[src/rtl/btb_pkg.sv]
package btb_pkg;
   typedef enum logic [1:0] {
      WALK_IDLE  = 2'd0,
      WALK_FULL  = 2'd1,
      WALK_SCRUB = 2'd2
   } walk_e;
endpackage

[src/rtl/btb_hash.sv]
module btb_hash #(
   parameter int PC_W   = 16,
   parameter int HIST_W = 8,
   parameter int IDX_W  = 4,
   parameter int TAG_W  = 6
) (
   input  logic [PC_W-1:0]   pc,
   input  logic [HIST_W-1:0] hist,
   output logic [IDX_W-1:0]  idx,
   output logic [TAG_W-1:0]  tag
);
   localparam int CHUNKS = (HIST_W + IDX_W - 1) / IDX_W;
   localparam int PADW   = CHUNKS * IDX_W;

   logic [PADW-1:0]               hpad;
   logic [CHUNKS:0][IDX_W-1:0]    acc;

   assign hpad   = PADW'(hist);
   assign acc[0] = pc[IDX_W-1:0];

   for (genvar g = 0; g < CHUNKS; g++) begin : g_fold
      assign acc[g+1] = acc[g] ^ hpad[g*IDX_W +: IDX_W];
   end

   assign idx = acc[CHUNKS];
   assign tag = pc[IDX_W +: TAG_W];
endmodule

[src/rtl/btb_walker.sv]
module btb_walker
   import btb_pkg::*;
#(
   parameter int ENTRIES = 16,
   parameter int IDX_W   = 4
) (
   input  logic             clk,
   input  logic             rst_n,
   input  logic             barrier_req,
   input  logic             restrict_en,
   output logic             busy,
   output logic             enter,
   output logic             clr_full,
   output logic             clr_scrub,
   output logic [IDX_W-1:0] clr_idx,
   output logic             epoch
);
   localparam logic [IDX_W-1:0] LAST = IDX_W'(ENTRIES - 1);

   walk_e            mode;
   logic [IDX_W-1:0] cnt;
   logic             restrict_q;

   assign enter     = restrict_en & ~restrict_q;
   assign busy      = (mode != WALK_IDLE);
   assign clr_full  = (mode == WALK_FULL);
   assign clr_scrub = (mode == WALK_SCRUB);
   assign clr_idx   = cnt;

   always_ff @(posedge clk or negedge rst_n) begin
      if (!rst_n) begin
         mode       <= WALK_IDLE;
         cnt        <= '0;
         restrict_q <= 1'b0;
         epoch      <= 1'b0;
      end else begin
         restrict_q <= restrict_en;
         if (enter) epoch <= ~epoch;
         if (barrier_req) begin
            mode <= WALK_FULL;
            cnt  <= '0;
         end else if (enter && mode != WALK_FULL) begin
            mode <= WALK_SCRUB;
            cnt  <= '0;
         end else if (mode != WALK_IDLE) begin
            if (cnt == LAST) begin
               mode <= WALK_IDLE;
               cnt  <= '0;
            end else begin
               cnt <= cnt + 1'b1;
            end
         end
      end
   end

   // a full walk ends right after its last slot
   a_r7_walk_ends: assert property (@(posedge clk) disable iff (!rst_n)
      (mode == WALK_FULL && cnt == LAST && !barrier_req) |=> (mode == WALK_IDLE));

   // every entry into restricted mode starts a new generation
   a_r9_epoch_flip: assert property (@(posedge clk) disable iff (!rst_n)
      $rose(restrict_en) |=> (epoch != $past(epoch)));

   // every entry into restricted mode leaves a walk running
   a_r9_scrub_runs: assert property (@(posedge clk) disable iff (!rst_n)
      $rose(restrict_en) |=> busy);
endmodule

[src/rtl/btb_store.sv]
module btb_store #(
   parameter int ENTRIES = 16,
   parameter int IDX_W   = 4,
   parameter int TAG_W   = 6,
   parameter int HIST_W  = 8,
   parameter int TID_W   = 1,
   parameter int PC_W    = 16
) (
   input  logic              clk,
   input  logic              rst_n,
   input  logic [IDX_W-1:0]  rd_idx,
   input  logic [TAG_W-1:0]  rd_tag,
   input  logic [HIST_W-1:0] rd_hist,
   input  logic [TID_W-1:0]  rd_tid,
   input  logic              rd_priv,
   input  logic              iso_en,
   input  logic              restrict_en,
   input  logic              epoch,
   output logic              rd_match,
   output logic [PC_W-1:0]   rd_target,
   input  logic              wr_en,
   input  logic [IDX_W-1:0]  wr_idx,
   input  logic [TAG_W-1:0]  wr_tag,
   input  logic [HIST_W-1:0] wr_hist,
   input  logic [TID_W-1:0]  wr_tid,
   input  logic              wr_priv,
   input  logic [PC_W-1:0]   wr_target,
   input  logic              clr_full,
   input  logic              clr_scrub,
   input  logic [IDX_W-1:0]  clr_idx
);
   logic              vld    [ENTRIES];
   logic              e_ep   [ENTRIES];
   logic [TAG_W-1:0]  e_tag  [ENTRIES];
   logic [HIST_W-1:0] e_hist [ENTRIES];
   logic [TID_W-1:0]  e_tid  [ENTRIES];
   logic              e_priv [ENTRIES];
   logic [PC_W-1:0]   e_tgt  [ENTRIES];

   for (genvar g = 0; g < ENTRIES; g++) begin : g_slot
      logic hit_wr, hit_clr;
      assign hit_wr  = wr_en && (wr_idx == IDX_W'(g));
      assign hit_clr = (clr_idx == IDX_W'(g)) &&
                       (clr_full || (clr_scrub && e_ep[g] == epoch));
      always_ff @(posedge clk or negedge rst_n) begin
         if (!rst_n)       vld[g] <= 1'b0;
         else if (hit_wr)  vld[g] <= 1'b1;
         else if (hit_clr) vld[g] <= 1'b0;
      end
   end

   always_ff @(posedge clk) begin
      if (wr_en) begin
         e_ep[wr_idx]   <= epoch;
         e_tag[wr_idx]  <= wr_tag;
         e_hist[wr_idx] <= wr_hist;
         e_tid[wr_idx]  <= wr_tid;
         e_priv[wr_idx] <= wr_priv;
         e_tgt[wr_idx]  <= wr_target;
      end
   end

   always_comb begin
      rd_match = vld[rd_idx]
              && (e_tag[rd_idx]  == rd_tag)
              && (e_hist[rd_idx] == rd_hist)
              && (e_priv[rd_idx] == rd_priv)
              && (!iso_en      || e_tid[rd_idx] == rd_tid)
              && (!restrict_en || e_ep[rd_idx] == epoch);
      rd_target = e_tgt[rd_idx];
   end

   // a slot visited by the full walk is empty afterwards
   a_r7_slot_cleared: assert property (@(posedge clk) disable iff (!rst_n)
      (clr_full && !(wr_en && wr_idx == clr_idx)) |=> !vld[$past(clr_idx)]);

   // a written slot is valid on the next cycle
   a_r3_write_lands: assert property (@(posedge clk) disable iff (!rst_n)
      wr_en |=> vld[$past(wr_idx)]);
endmodule

[src/rtl/btb_domain_guard.sv]
module btb_domain_guard #(
   parameter int PC_W    = 16,
   parameter int ENTRIES = 16,
   parameter int HIST_W  = 8,
   parameter int TAG_W   = 6,
   parameter int TID_W   = 1
) (
   input  logic              clk,
   input  logic              rst_n,
   input  logic              lk_valid,
   input  logic [PC_W-1:0]   lk_pc,
   input  logic [HIST_W-1:0] lk_hist,
   input  logic [TID_W-1:0]  lk_tid,
   input  logic              lk_priv,
   input  logic              up_valid,
   input  logic [PC_W-1:0]   up_pc,
   input  logic [HIST_W-1:0] up_hist,
   input  logic [TID_W-1:0]  up_tid,
   input  logic              up_priv,
   input  logic [PC_W-1:0]   up_target,
   input  logic              barrier_req,
   input  logic              iso_en,
   input  logic              restrict_en,
   output logic              pred_hit,
   output logic [PC_W-1:0]   pred_target,
   output logic              busy
);
   localparam int IDX_W = $clog2(ENTRIES);

   initial begin
      assert (ENTRIES >= 2 && (ENTRIES & (ENTRIES - 1)) == 0)
         else $error("ENTRIES must be a power of two of at least 2");
      assert (PC_W >= IDX_W + TAG_W)
         else $error("PC_W too small for index plus tag");
      assert (TAG_W >= 1 && HIST_W >= 1 && TID_W >= 1)
         else $error("field widths must be positive");
   end

   logic [IDX_W-1:0] rd_idx, wr_idx, clr_idx;
   logic [TAG_W-1:0] rd_tag, wr_tag;
   logic             rd_match, enter, clr_full, clr_scrub, epoch;
   logic [PC_W-1:0]  rd_target;
   logic             blocked, lk_ok, up_ok;

   btb_hash #(.PC_W(PC_W), .HIST_W(HIST_W), .IDX_W(IDX_W), .TAG_W(TAG_W)) u_hash_rd (
      .pc(lk_pc), .hist(lk_hist), .idx(rd_idx), .tag(rd_tag));

   btb_hash #(.PC_W(PC_W), .HIST_W(HIST_W), .IDX_W(IDX_W), .TAG_W(TAG_W)) u_hash_wr (
      .pc(up_pc), .hist(up_hist), .idx(wr_idx), .tag(wr_tag));

   btb_walker #(.ENTRIES(ENTRIES), .IDX_W(IDX_W)) u_walker (
      .clk(clk), .rst_n(rst_n), .barrier_req(barrier_req), .restrict_en(restrict_en),
      .busy(busy), .enter(enter), .clr_full(clr_full), .clr_scrub(clr_scrub),
      .clr_idx(clr_idx), .epoch(epoch));

   assign blocked = busy | barrier_req | enter;
   assign lk_ok   = lk_valid & ~blocked;
   assign up_ok   = up_valid & ~blocked;

   btb_store #(.ENTRIES(ENTRIES), .IDX_W(IDX_W), .TAG_W(TAG_W), .HIST_W(HIST_W),
               .TID_W(TID_W), .PC_W(PC_W)) u_store (
      .clk(clk), .rst_n(rst_n),
      .rd_idx(rd_idx), .rd_tag(rd_tag), .rd_hist(lk_hist), .rd_tid(lk_tid),
      .rd_priv(lk_priv), .iso_en(iso_en), .restrict_en(restrict_en), .epoch(epoch),
      .rd_match(rd_match), .rd_target(rd_target),
      .wr_en(up_ok), .wr_idx(wr_idx), .wr_tag(wr_tag), .wr_hist(up_hist),
      .wr_tid(up_tid), .wr_priv(up_priv), .wr_target(up_target),
      .clr_full(clr_full), .clr_scrub(clr_scrub), .clr_idx(clr_idx));

   always_ff @(posedge clk or negedge rst_n) begin
      if (!rst_n) begin
         pred_hit    <= 1'b0;
         pred_target <= '0;
      end else begin
         pred_hit    <= lk_ok & rd_match;
         pred_target <= (lk_ok & rd_match) ? rd_target : '0;
      end
   end

   // no prediction leaves the block for a lookup made during a walk
   a_r8_quiet_while_busy: assert property (@(posedge clk) disable iff (!rst_n)
      busy |=> !pred_hit);

   // a lookup in the barrier cycle misses
   a_r8_barrier_cycle: assert property (@(posedge clk) disable iff (!rst_n)
      barrier_req |=> !pred_hit);

   // a lookup in the mode-entry cycle misses
   a_r9_entry_cycle: assert property (@(posedge clk) disable iff (!rst_n)
      $rose(restrict_en) |=> !pred_hit);

   // a hit always answers a lookup of the previous cycle
   a_r1_hit_has_lookup: assert property (@(posedge clk) disable iff (!rst_n)
      pred_hit |-> $past(lk_valid));
endmodule

[config.mk]
export PLATFORM = sky130hd
export DESIGN_NAME = btb_domain_guard
export DESIGN_NICKNAME = d
export VERILOG_FILES = /design/src/rtl/btb_pkg.sv /design/src/rtl/btb_hash.sv /design/src/rtl/btb_walker.sv /design/src/rtl/btb_store.sv /design/src/rtl/btb_domain_guard.sv
export SDC_FILE = /design/constraint.sdc
export NUM_CORES = 1
export LEC_CHECK = 0
export BUFFER_PORTS_ARGS = -buffer_cell sky130_fd_sc_hd__buf_4
export CORE_ASPECT_RATIO = 1.4
export CORE_MARGIN = 2
export CORE_UTILIZATION = 36
export CTS_CLUSTER_DIAMETER = 80
export DETAILED_ROUTE_END_ITERATION = 8
export GPL_ROUTABILITY_DRIVEN = 0
export PLACE_DENSITY_LB_ADDON = 0.3
export SLEW_MARGIN = 15
export SYNTH_ARGS = -nofsm -noshare
export SYNTH_HDL_FRONTEND = slang
export SYNTH_SLANG_ARGS = --single-unit
[constraint.sdc]
create_clock -name clk -period 8.3 [get_ports clk]
set_input_delay 1.66 -clock clk [delete_from_list [all_inputs] [get_ports clk]]
set_output_delay 1.66 -clock clk [all_outputs]
set_load 0.1 [all_outputs]
### Word-level counts from Yosys, hierarchy flattened

Memory sizes are Yosys's and may differ from the RTL's.
Index checks and enable logic that the tools add are counted.

* add/subtract/negate cells: 1
* magnitude comparators: 1
* eq/ne operators: 54
* bitwise gates (word level): 14
* reduce and logical (&&, ||, !) cells: 96
* muxes and demuxes: 46

Operator list (count)
* 4-bit == test, second input constant: 16
* 1-bit logical AND: 54
* 1-bit 2-to-1 mux: 36
* 2-bit nonzero test: 17
* 4-bit by 3-bit == test with 1-bit output, second input constant: 8
* 1-bit == test: 19
* 1-bit logical OR: 18
* 4-bit by 2-bit == test with 1-bit output, second input constant: 4
* 16-bit 2-to-1 mux: 1
* 4-bit 2-to-1 mux: 4
* 4-bit XOR: 4
* 4-bit by 1-bit == test with 1-bit output, second input constant: 2
* 8-bit == test: 1
* 4-bit logical NOT: 2
* 2-bit 2-to-1 mux: 4
* 6-bit == test: 1
* 3-bit nonzero test: 2
* 5-bit >= comparator, second input constant: 1
* 4-bit NOT with 5-bit output: 1
* 4-bit by 1-bit adder with 4-bit output, second input constant: 1
* 1-bit bitwise AND: 4
* 1-bit binary-select mux with 4-bit select: 1
* 1-bit NOT: 3
* 2-bit by 1-bit == test with 1-bit output, second input constant: 1
* 5 further kinds: 7

* bits in writable memories: 528
* flip-flop bits (word level): 41
* output and inout port bits: 18
* memories: 6

Memory list
* u_store.e_tgt: words 16, width 16, read ports 1, clocked after Yosys merged registers in 0, wr ports 1, line btb_store.sv:38 `logic [PC_W-1:0] e_tgt [ENTRIES];`
* u_store.e_hist: words 16, width 8, read ports 1, clocked after Yosys merged registers in 0, wr ports 1, line btb_store.sv:35 `logic [HIST_W-1:0] e_hist [ENTRIES];`
* u_store.e_tag: words 16, width 6, read ports 1, clocked after Yosys merged registers in 0, wr ports 1, line btb_store.sv:34 `logic [TAG_W-1:0] e_tag [ENTRIES];`
* u_store.e_ep: words 16, width 1, read ports 17, clocked after Yosys merged registers in 0, wr ports 1, line btb_store.sv:33 `logic e_ep [ENTRIES];`
* u_store.e_priv: words 16, width 1, read ports 1, clocked after Yosys merged registers in 0, wr ports 1, line btb_store.sv:37 `logic e_priv [ENTRIES];`
* u_store.e_tid: words 16, width 1, read ports 1, clocked after Yosys merged registers in 0, wr ports 1, line btb_store.sv:36 `logic [TID_W-1:0] e_tid [ENTRIES];`

### Logic depth before layout (Yosys ltp)

Gate-level depths: netlist (run 1).

* word-level depth: 13
* mapped depth: 14
* depth with buffers taken out: 8

### Hierarchy

Synthesis (run 1) repeated with hierarchy kept, for this count alone.

* cell total of the unflattened synthesis: 1088
* area total of the unflattened synthesis: 22786.9 µm²

Modules (own cells, without submodules)
* btb_store: sequential area each 16255.6 µm², area each 21438.1 µm², cells each 989, instances 1
* btb_domain_guard: sequential area each 425.4 µm², area each 693.2 µm², cells each 42, instances 1
* btb_walker: sequential area each 200.2 µm², area each 375.4 µm², cells each 37, instances 1
* btb_hash: sequential area each 0.0 µm², area each 140.1 µm², cells each 10, instances 2

### Worst setup path before layout (run 1)

No wires, ideal clock.

* kind: in2reg
* start point: in lk_hist[1]
* end point: reg pred_target[10]
* library setup time: 96 ps
* slack: 3905 ps
* data required time: 8204 ps
* path buffers: 4
* data arrival time: 4299 ps
* stages on the path: 12
* path through: buf_4 > xor3_1 > buf_2 > buf_2 > mux2i_1 > a32o_1 > a221oi_1 > xor2_1 > o31ai_1 > clkbuf_1 > o211ai_1 > nor4_2

* longest elaborated chain between the ends: 13
* elaborated cells between the ends (all ways): 26
* classes of those cells: eq/ne: 5; mux: 4; bitwise: 4; reduce/logical: 7; memory: 6

Ends and longest elaborated chain
* from (decl): line btb_domain_guard.sv:12 `input logic [HIST_W-1:0] lk_hist,`
* parallel branches: the longest is 12 deep, another holds memory read 16 x 6 bit
* 16-bit 2-to-1 mux *: line btb_domain_guard.sv:76 `pred_target <= (lk_ok & rd_match) ? rd_target : '0;`
* to (signal assigned): line btb_domain_guard.sv:76
* to (decl): line btb_domain_guard.sv:25 `output logic [PC_W-1:0] pred_target,`

Mark *: on every way between the ends. The select of a mux whose other input is x is not followed.
A chain may end at the register's enable or synchronous reset.

### Worst setup path after layout (run 1)

* start point: in lk_pc[0]
* end point: reg pred_target[4]

* longest elaborated chain between the ends: 13
* elaborated cells between the ends (all ways): 26
* classes of those cells: eq/ne: 5; mux: 4; bitwise: 4; reduce/logical: 7; memory: 6

Ends and longest elaborated chain
* from (decl): line btb_domain_guard.sv:11 `input logic [PC_W-1:0] lk_pc,`
* 4-bit XOR * (2 in a row): line btb_hash.sv:22 `assign acc[g+1] = acc[g] ^ hpad[g*IDX_W +: IDX_W];`
* parallel branches: the longest is 10 deep, another holds memory read 16 x 6 bit
* 16-bit 2-to-1 mux *: line btb_domain_guard.sv:76

Marks and branches as above.

==> results.sh, run 1 <==
export IMPL_grt_max_degree=65
export IMPL_fp_dieW_um=219
export IMPL_die_area_um2=66600
export IMPL_slew_violations=0
export IMPL_vias=13000
export IMPL_start_kind="input port"
export IMPL_avgSynthCellArea_um2=16.2
export IMPL_io_pins=93
export IMPL_synth_compound_area_frac=0.0474
export IMPL_leakage_nw=9.11
export IMPL_cts_buffer_depth=3
export IMPL_power_density_nw_per_um2=246
export IMPL_synth_fp_nets=1511
export IMPL_cp_data_arrival_time_ps=5730
export IMPL_ys_seq_elements=569
export IMPL_fmax_mhz=189
export IMPL_ir_drop_mv=0.155
export IMPL_synth_cells=1432
export IMPL_chipHeight_um=305
export IMPL_seq_area_frac_synth=0.726
export IMPL_yosys_area_share_simple=0.0782
export IMPL_skew_ps=32.0
export IMPL_slew_headroom=0.225
export IMPL_finalCritPeriodShare=0.639
export IMPL_cts_tree="yes"
export IMPL_area_growth_pct=15.3
export IMPL_drtIter0Drc=1207
export IMPL_drv_cap=0
export IMPL_final_antenna_net_count=0
export IMPL_tightest_slew_ps=1160
export IMPL_finalPower_mw=6.58
export IMPL_first_pass_iters=6
export IMPL_post_cts_buffers=0
export IMPL_clk_latency_ps=610
export IMPL_crit_type="input port to register"
export IMPL_htreeDepth=2
export IMPL_synth_top_flop_cell="edfxtp_1"
export IMPL_max_stage_delay_ps=1120
export IMPL_status="complete, no violations"
export IMPL_cts_buffers=54
export IMPL_crit_chain="buf_4, xor3_4, buf_12, buf_4, mux2i_1, a32o_1, o32a_1, o221a_2, nand4_1, buf_4, nor4_1"
export IMPL_avgRoutedWirePerCell_um=24.8
export IMPL_muxShareOfSynthArea=0.101
export IMPL_drive_gt1_frac=0.197
export IMPL_coreArea_um2=64100
export IMPL_setup_violations=0
export IMPL_post_dp_hpwl_um=32500
export IMPL_cts_root_buf="clkbuf_16"
export IMPL_holdWs_ps=512
export IMPL_hold_path_class="register to register"
export IMPL_yosys_cell_types_count=60
export IMPL_pre_cts_ws_ps=2240
export IMPL_synthAdderAreaFrac=0.00215
export IMPL_worstPathMaxFanout=64
export IMPL_clock_sinks=569
export IMPL_viasPerCell=5.38
export IMPL_synth_top_family_by_area="multiplexers"
export IMPL_synth_largest_area_cell="edfxtp_1"
export IMPL_finalNetCount=1604
export IMPL_synthTopCellsByArea="edfxtp_1, mux4_2, dfrtp_1"
export IMPL_cts_resized=0
export IMPL_required_ps=8730
export IMPL_grt_pass1_wl_um=88400
export IMPL_cp_common_cell="buf_4"
export IMPL_hold_buffers=0
export IMPL_grt_pass1_vias=13300
export IMPL_rsz0062_at_grt="no"
export IMPL_fillers=5851
export IMPL_cp_slowest_cell="xor3_4"
export IMPL_synth_xor_area_share=0.0282
export IMPL_antenna_found_initial=4
export IMPL_syn_cell_area_um2=23200
export IMPL_synth_warnings=0
export IMPL_track_usage=0.180
export IMPL_hold_viol_final=0
export IMPL_overflow=0
export IMPL_clkTransAtPathRegs_ps=60
export IMPL_async_reset_ff_frac=0.0721
export IMPL_antenna_cells=0
export IMPL_synth_edff_count=528
export IMPL_routed_wl_um=59700
export IMPL_setup_tns_ps=0
export IMPL_drcViolationCount=0
export IMPL_fin_ws_ps=3000
export IMPL_fin_util=0.418
export IMPL_cp_end_kind="register"
export IMPL_portBuffers=80
export IMPL_fin_crit_ps=5300
export IMPL_rows=110
export IMPL_start_util=0.362
export IMPL_synth_top_area_share=0.682
[sequential cells by signal, summed over array words and instances (netlist names)]
signal	flops
u_store.e_tag	96
u_store.e_tgt	256
pred_hit	1
u_store.e_tid	16
u_store.vld	16
u_store.e_ep	16
u_walker.mode	2
pred_target	16
u_walker.restrict_q	1
u_store.e_hist	128
u_store.e_priv	16
u_walker.epoch	1
u_walker.clr_idx	4
[cell usage in the layout (no fill, tap or decap), drive strengths merged, types with 8 or more instances in the layout]
cell type / n
edfxtp: 528
nand2: 256
buf: 117
mux2i: 79
clkbuf: 79
mux4: 66
nand3: 46
dfrtp: 41
nor2: 39
o21ai: 37
xnor2: 36
a21oi: 29
a32oi: 21
xor2: 20
nor4: 18
o211ai: 17
clkinv: 17
nand4: 15
and3: 14
a32o: 10
a221oi: 8
[layout make-up]
class / instances / area, um2 / share of cell area
sequential: 569 / 16900 / 0.630
multi-input combinational: 778 / 6130 / 0.229
clock buffer: 79 / 1570 / 0.0585
tap: 840 / 1050 / 0.0392
timing repair buffer: 117 / 891 / 0.0332
clock inverter: 23 / 255 / 0.00953
inverter: 5 / 18.8 / 0.000700
[layer usage]
metal,wire length (um),track usage,vias to the layer above
met5,38,0,-
met4,1480,0.0484,6
met3,3890,0.0322,101
met2,29600,0.301,435
met1,24600,0.243,6715
li1,-,-,5724
[critical path: cells and delay by family]
family | cells | cell delay, ps
mux | 1 | 170
xor+xnor | 1 | 1120
compound gates | 3 | 870
buf+inv | 4 | 1580
simple gates | 2 | 210
[final timing paths]
check                      slack [ps]                 start              to  cells past startpoint
min in group asynchronous        1110                 rst_n  pred_target[1]                      1
max in group asynchronous        6720                 rst_n  pred_target[6]                      1
hold / removal                    510        u_store.vld[6]  u_store.vld[6]                      2
setup / recovery                 3000              lk_pc[0]  pred_target[4]                     11
setup reg to reg                 5140  u_store.e_tag[14][0]  pred_target[4]                      7
hold reg to reg                   510        u_store.vld[6]  u_store.vld[6]                      2
[stage by stage]
stage,instance area (um2),instances
finish,26800,2411
global route,26800,2411
CTS,26800,2411
detailed placement,25000,2309
global placement,25000,2309
floorplan,23200,1432
[Yosys cell counts, types with 5 or more instances]
cell	instances
nand2_1	256
buf_2	33
mux2i_1	79
nand4_1	15
clkbuf_1	33
mux2_2	6
nand3_1	46
dfrtp_1	41
and3_1	14
nor4_1	8
a311oi_1	6
a32o_1	10
nor2_1	37
edfxtp_1	528
a32oi_1	21
o211ai_1	17
nor2b_1	5
xor2_1	20
inv_1	5
nor4_2	10
xnor2_1	36
mux4_2	66
o21ai_0	37
a21oi_1	29
buf_1	7
a221oi_1	8
[kinds of logic (layout without fill, tap and decap cells)]
| family | Yosys count | in the layout |
|---|---|---|
| mux | 151 | 151 |
| compound gates | 154 | 154 |
| flops | 569 | 569 |
| simple gates | 406 | 406 |
| xor+xnor | 63 | 63 |
| buf+inv | 85 | 224 |
| fa+ha+maj | 4 | 4 |
[where the power goes]
part           switching (mW)  total (mW)  leakage (nW)  internal (mW)
Combinational           0.567       0.904          2.96          0.338
Clock                    1.05        2.51         0.891           1.46
Sequential            0.00897        3.17          5.25           3.16
Note: power is estimated with default switching activity, not from simulation.
==> run 2: changes to the inputs <==
Clock period 8.3 ns to 4.9 ns, I/O delays scaled along.
==> results.sh, run 2 (same netlist as run 1, synthesis figures left out) <==
export IMPL_fp_dieW_um=219
export IMPL_track_usage=0.181
export IMPL_fillers=5770
export IMPL_area_growth_pct=16.5
export IMPL_rr_worst_depth=6
export IMPL_clkTransAtPathRegs_ps=60
export IMPL_antenna_cells=0
export IMPL_viasPerCell=5.37
export IMPL_antenna_found_initial=3
export IMPL_chipHeight_um=305
export IMPL_setup_tns_ps=0
export IMPL_start_kind="input port"
export IMPL_rows=110
export IMPL_status="complete, no violations"
export IMPL_skew_ps=28.8
export IMPL_leakage_nw=9.25
export IMPL_top_regs="u_store.e_tgt (256), u_store.e_hist (128), u_store.e_tag (96)"
export IMPL_grt_pass1_vias=13500
export IMPL_drv_cap=0
export IMPL_finalCritPeriodShare=0.779
export IMPL_hold_path_class="input port to async pin"
export IMPL_slew_violations=0
export IMPL_die_area_um2=66600
export IMPL_holdWs_ps=400
export IMPL_cp_data_arrival_time_ps=4310
export IMPL_max_stage_delay_ps=670
export IMPL_coreArea_um2=64100
export IMPL_post_dp_hpwl_um=35100
export IMPL_cp_slowest_cell="xor3_4"
export IMPL_cts_buffers=54
export IMPL_drtIter0Drc=1094
export IMPL_reg2reg_to="u_store.e_hist[4][2]"
export IMPL_required_ps=5390
export IMPL_htreeDepth=2
export IMPL_ff_latch_area_um2=16900
export IMPL_worstPathMaxFanout=23
export IMPL_power_density_nw_per_um2=416
export IMPL_post_cts_buffers=0
export IMPL_final_antenna_net_count=0
export IMPL_cts_root_buf="clkbuf_16"
export IMPL_grt_max_degree=61
export IMPL_final_cell_mix="edfxtp_1, nand2_1, buf_4, mux2i_1, mux4_2"
export IMPL_crit_chain="buf_4, xor3_4, nor2_1, buf_4, a32oi_1, a31o_1, a2111oi_4, nand4_1, a2111o_1, buf_4, nor4_1"
export IMPL_cts_resized=0
export IMPL_cp_end_kind="register"
export IMPL_reg2reg_from="u_walker.mode[1]"
export IMPL_vias=13100
export IMPL_tightest_slew_ps=1260
export IMPL_rsz0062_at_grt="no"
export IMPL_cts_buffer_depth=3
export IMPL_hold_viol_final=0
export IMPL_routed_wl_um=59700
export IMPL_largest_register="u_store.e_tgt"
export IMPL_first_pass_iters=7
export IMPL_multi_input_area_um2=6130
export IMPL_io_pins=93
export IMPL_ir_drop_mv=0.280
export IMPL_crit_type="input port to register"
export IMPL_portBuffers=80
export IMPL_cp_common_cell="buf_4"
export IMPL_fin_crit_ps=3820
export IMPL_largest_register_ffs=256
export IMPL_hold_buffers=0
export IMPL_drcViolationCount=0
export IMPL_avgRoutedWirePerCell_um=24.6
export IMPL_rrSetupSlack_ps=1740
export IMPL_layout_commonest_cell="edfxtp_1"
export IMPL_grt_pass1_wl_um=88000
export IMPL_drive_gt1_frac=0.212
export IMPL_fmax_mhz=262
export IMPL_slew_headroom=0.160
export IMPL_overflow=0
export IMPL_clk_latency_ps=610
export IMPL_finalNetCount=1623
export IMPL_cts_tree="yes"
export IMPL_start_util=0.362
export IMPL_setup_violations=0
export IMPL_clock_sinks=569
run 2: per-layer routing:
metal | share of wire | up-vias | GRT usage
li1 | - | 5777 | -
met1 | 0.40 | 6722 | 0.234
met2 | 0.51 | 438 | 0.307
met3 | 0.067 | 107 | 0.0340
met4 | 0.029 | 6 | 0.0574
met5 | 0.00065 | - | 0
run 2: worst max-delay path, delay by kind of cell:
| family | cells | cell delay (ps) |
|---|---|---|
| AO/OA/AOI/OAI | 4 | 1180 |
| XOR/XNOR | 1 | 670 |
| buffers and inverters | 3 | 600 |
| AND/OR/NAND/NOR | 3 | 850 |
run 2: metrics by stage:
stage / total power [mW] / utilization / area, um2 / std cells / setup WS (ps)
2_1_floorplan: 6.48 / - / 23200 / 1432 / 1180
3_3_place_gp: 7.02 / 0.393 / 25200 / 2328 / 550
3_5_place_dp: 7.03 / 0.393 / 25200 / 2328 / 472
4_1_cts: 11.4 / 0.422 / 27100 / 2428 / 1110
5_1_grt: 11.7 / 0.422 / 27100 / 2428 / 951
6_report: 11.3 / 0.422 / 27100 / 2428 / 1080
run 2: how the worst max path moves through the flow:
stage,from,end,depth (start not counted)
floorplan,lk_hist[1],pred_target[10],12
global placement,lk_hist[1],pred_target[2],11
detailed placement,lk_hist[1],pred_target[2],11
CTS,lk_hist[1],pred_target[2],11
global route,lk_pc[1],pred_target[1],11
finish,lk_hist[1],pred_target[3],11
run 2: final cells by class:
cell class              instances  share of cell area
flip-flops and latches        569               0.623
multi-input cells             778               0.226
clock buffers                  68              0.0533
repair buffers                136              0.0419
well taps                     840              0.0388
clock inverters                32              0.0155
inverters                       5            0.000693
run 2: where the power goes:
group	internal, mW	switching [mW]	total, mW
Combinational	0.597	0.955	1.55
Sequential	5.35	0.0161	5.37
Clock	2.57	1.78	4.35
Total	8.52	2.76	11.3
==> run 3: changes to the inputs <==
Clock period 4.9 ns to 3.7 ns, I/O delays scaled along.
==> results.sh, run 3 (same netlist as run 1, synthesis figures left out) <==
export IMPL_place_area_um2=25800
export IMPL_post_cts_buffers=0
export IMPL_drcViolationCount=0
export IMPL_antenna_cells=0
export IMPL_max_stage_delay_ps=500
export IMPL_avgRoutedWirePerCell_um=24.9
export IMPL_routed_wl_um=61600
export IMPL_post_dp_hpwl_um=36300
export IMPL_crit_chain="buf_4, xor3_4, buf_4, buf_4, buf_4, mux2i_1, a32o_1, o32a_1, o221a_2, nand4_1, buf_12, nor4b_1"
export IMPL_hold_path_class="input port to async pin"
export IMPL_vias=13300
export IMPL_skew_ps=14.0
export IMPL_ir_drop_mv=0.383
export IMPL_grt_pass1_vias=13500
export IMPL_leakage_nw=9.56
export IMPL_cts_tree="yes"
export IMPL_fin_crit_ps=3320
export IMPL_rows=110
export IMPL_hold_viol_final=0
export IMPL_tightest_slew_ps=1120
export IMPL_cp_end_kind="register"
export IMPL_finalNonFillerCells=2477
export IMPL_clock_sinks=569
export IMPL_power_density_nw_per_um2=548
export IMPL_fillers=5739
export IMPL_io_pins=93
export IMPL_coreArea_um2=64100
export IMPL_clk_latency_ps=590
export IMPL_portBuffers=80
export IMPL_slew_violations=0
export IMPL_placed_cells=2377
export IMPL_worstPathMaxFanout=18
export IMPL_multi_input_area_um2=6130
export IMPL_rsz0062_at_grt="no"
export IMPL_cp_slowest_cell="xor3_4"
export IMPL_drive_gt1_frac=0.235
export IMPL_hold_buffers=0
export IMPL_htreeDepth=2
export IMPL_chipHeight_um=305
export IMPL_setup_violations=0
export IMPL_layout_commonest_cell="edfxtp_1"
export IMPL_cts_buffer_depth=3
export IMPL_viasPerCell=5.36
export IMPL_cts_resized=0
export IMPL_final_antenna_net_count=0
export IMPL_status="complete, no violations"
export IMPL_grt_pass1_wl_um=90300
export IMPL_final_cell_mix="edfxtp_1, nand2_1, buf_4, mux2i_1, mux4_2"
export IMPL_drtIter0Drc=1111
export IMPL_die_area_um2=66600
export IMPL_design_area_um2=27700
export IMPL_start_util=0.362
export IMPL_track_usage=0.185
export IMPL_first_pass_iters=7
export IMPL_finalCritPeriodShare=0.898
export IMPL_fmax_mhz=301
export IMPL_cts_buffers=53
export IMPL_top_regs="u_store.e_tgt (256), u_store.e_hist (128), u_store.e_tag (96)"
export IMPL_fin_util=0.432
export IMPL_overflow=0
export IMPL_antenna_found_initial=1
export IMPL_fp_dieW_um=219
export IMPL_start_kind="input port"
export IMPL_finalNetCount=1671
export IMPL_cp_data_arrival_time_ps=3800
export IMPL_cts_root_buf="clkbuf_16"
export IMPL_slew_headroom=0.252
export IMPL_clkTransAtPathRegs_ps=60
export IMPL_largest_register="u_store.e_tgt"
export IMPL_grt_max_degree=42
export IMPL_required_ps=4180
export IMPL_crit_type="input port to register"
export IMPL_cp_common_cell="buf_4"
export IMPL_drv_cap=0
export IMPL_largest_register_ffs=256
export IMPL_ff_latch_area_um2=16900
export IMPL_setup_tns_ps=0
export IMPL_area_growth_pct=19.1
-- run 3: metrics by stage --
step | worst slack, ps | hold WS, ps | total power [mW]
final | 378 | 186 | 15.2
after detailed placement | -198 | 492 | 9.48
after CTS | 412 | 221 | 15.3
after global routing | 202 | 227 | 15.7
after global placement | -162 | 485 | 9.46
after floorplan | 225 | 444 | 8.58
-- run 3: final timing paths --
path | startpoint | end | slack, ps | cells after the start
hold reg to reg | u_store.vld[5] | u_store.vld[5] | 500 | 2
hold / removal | rst_n | u_store.vld[15] | 190 | 1
max in group asynchronous | rst_n | pred_target[15] | 3030 | 1
setup / recovery | lk_pc[0] | pred_hit | 380 | 12
setup reg to reg | u_store.e_tag[15][0] | pred_hit | 980 | 8
min in group clk | restrict_en | u_walker.restrict_q | 320 | 1
-- run 3: worst max-delay path: cells and delay by family --
kind / cells / cell delay (ps)
multiplexers: 1 / 260
AND/OR/NAND/NOR: 2 / 530
XOR/XNOR: 1 / 500
AO/OA/AOI/OAI: 3 / 640
buffers and inverters: 5 / 1120
-- run 3: cell type report --
| type | instances | share of cell area |
|---|---|---|
| sequential | 569 | 0.610 |
| multi-input combinational | 778 | 0.222 |
| timing repair buffer | 185 | 0.0619 |
| clock buffer | 67 | 0.0539 |
| tap | 840 | 0.0380 |
| clock inverter | 33 | 0.0140 |
| inverter | 5 | 0.000678 |
-- run 3: power by group --
group | total [mW] | internal [mW] | switching (mW)
Clock | 5.83 | 3.47 | 2.36
Sequential | 7.14 | 7.08 | 0.0519
Combinational | 2.20 | 0.918 | 1.28
-- run 3: metal layers --
| layer | wire, um | track usage | part of all wire | vias to the layer above |
|---|---|---|---|---|
| met2 | 31700 | 0.323 | 0.51 | 441 |
| met5 | 12 | 0 | 0.00019 | - |
| met1 | 24800 | 0.238 | 0.40 | 6861 |
| met3 | 3200 | 0.0254 | 0.052 | 119 |
| met4 | 1960 | 0.0596 | 0.032 | 2 |
| li1 | - | - | - | 5863 |
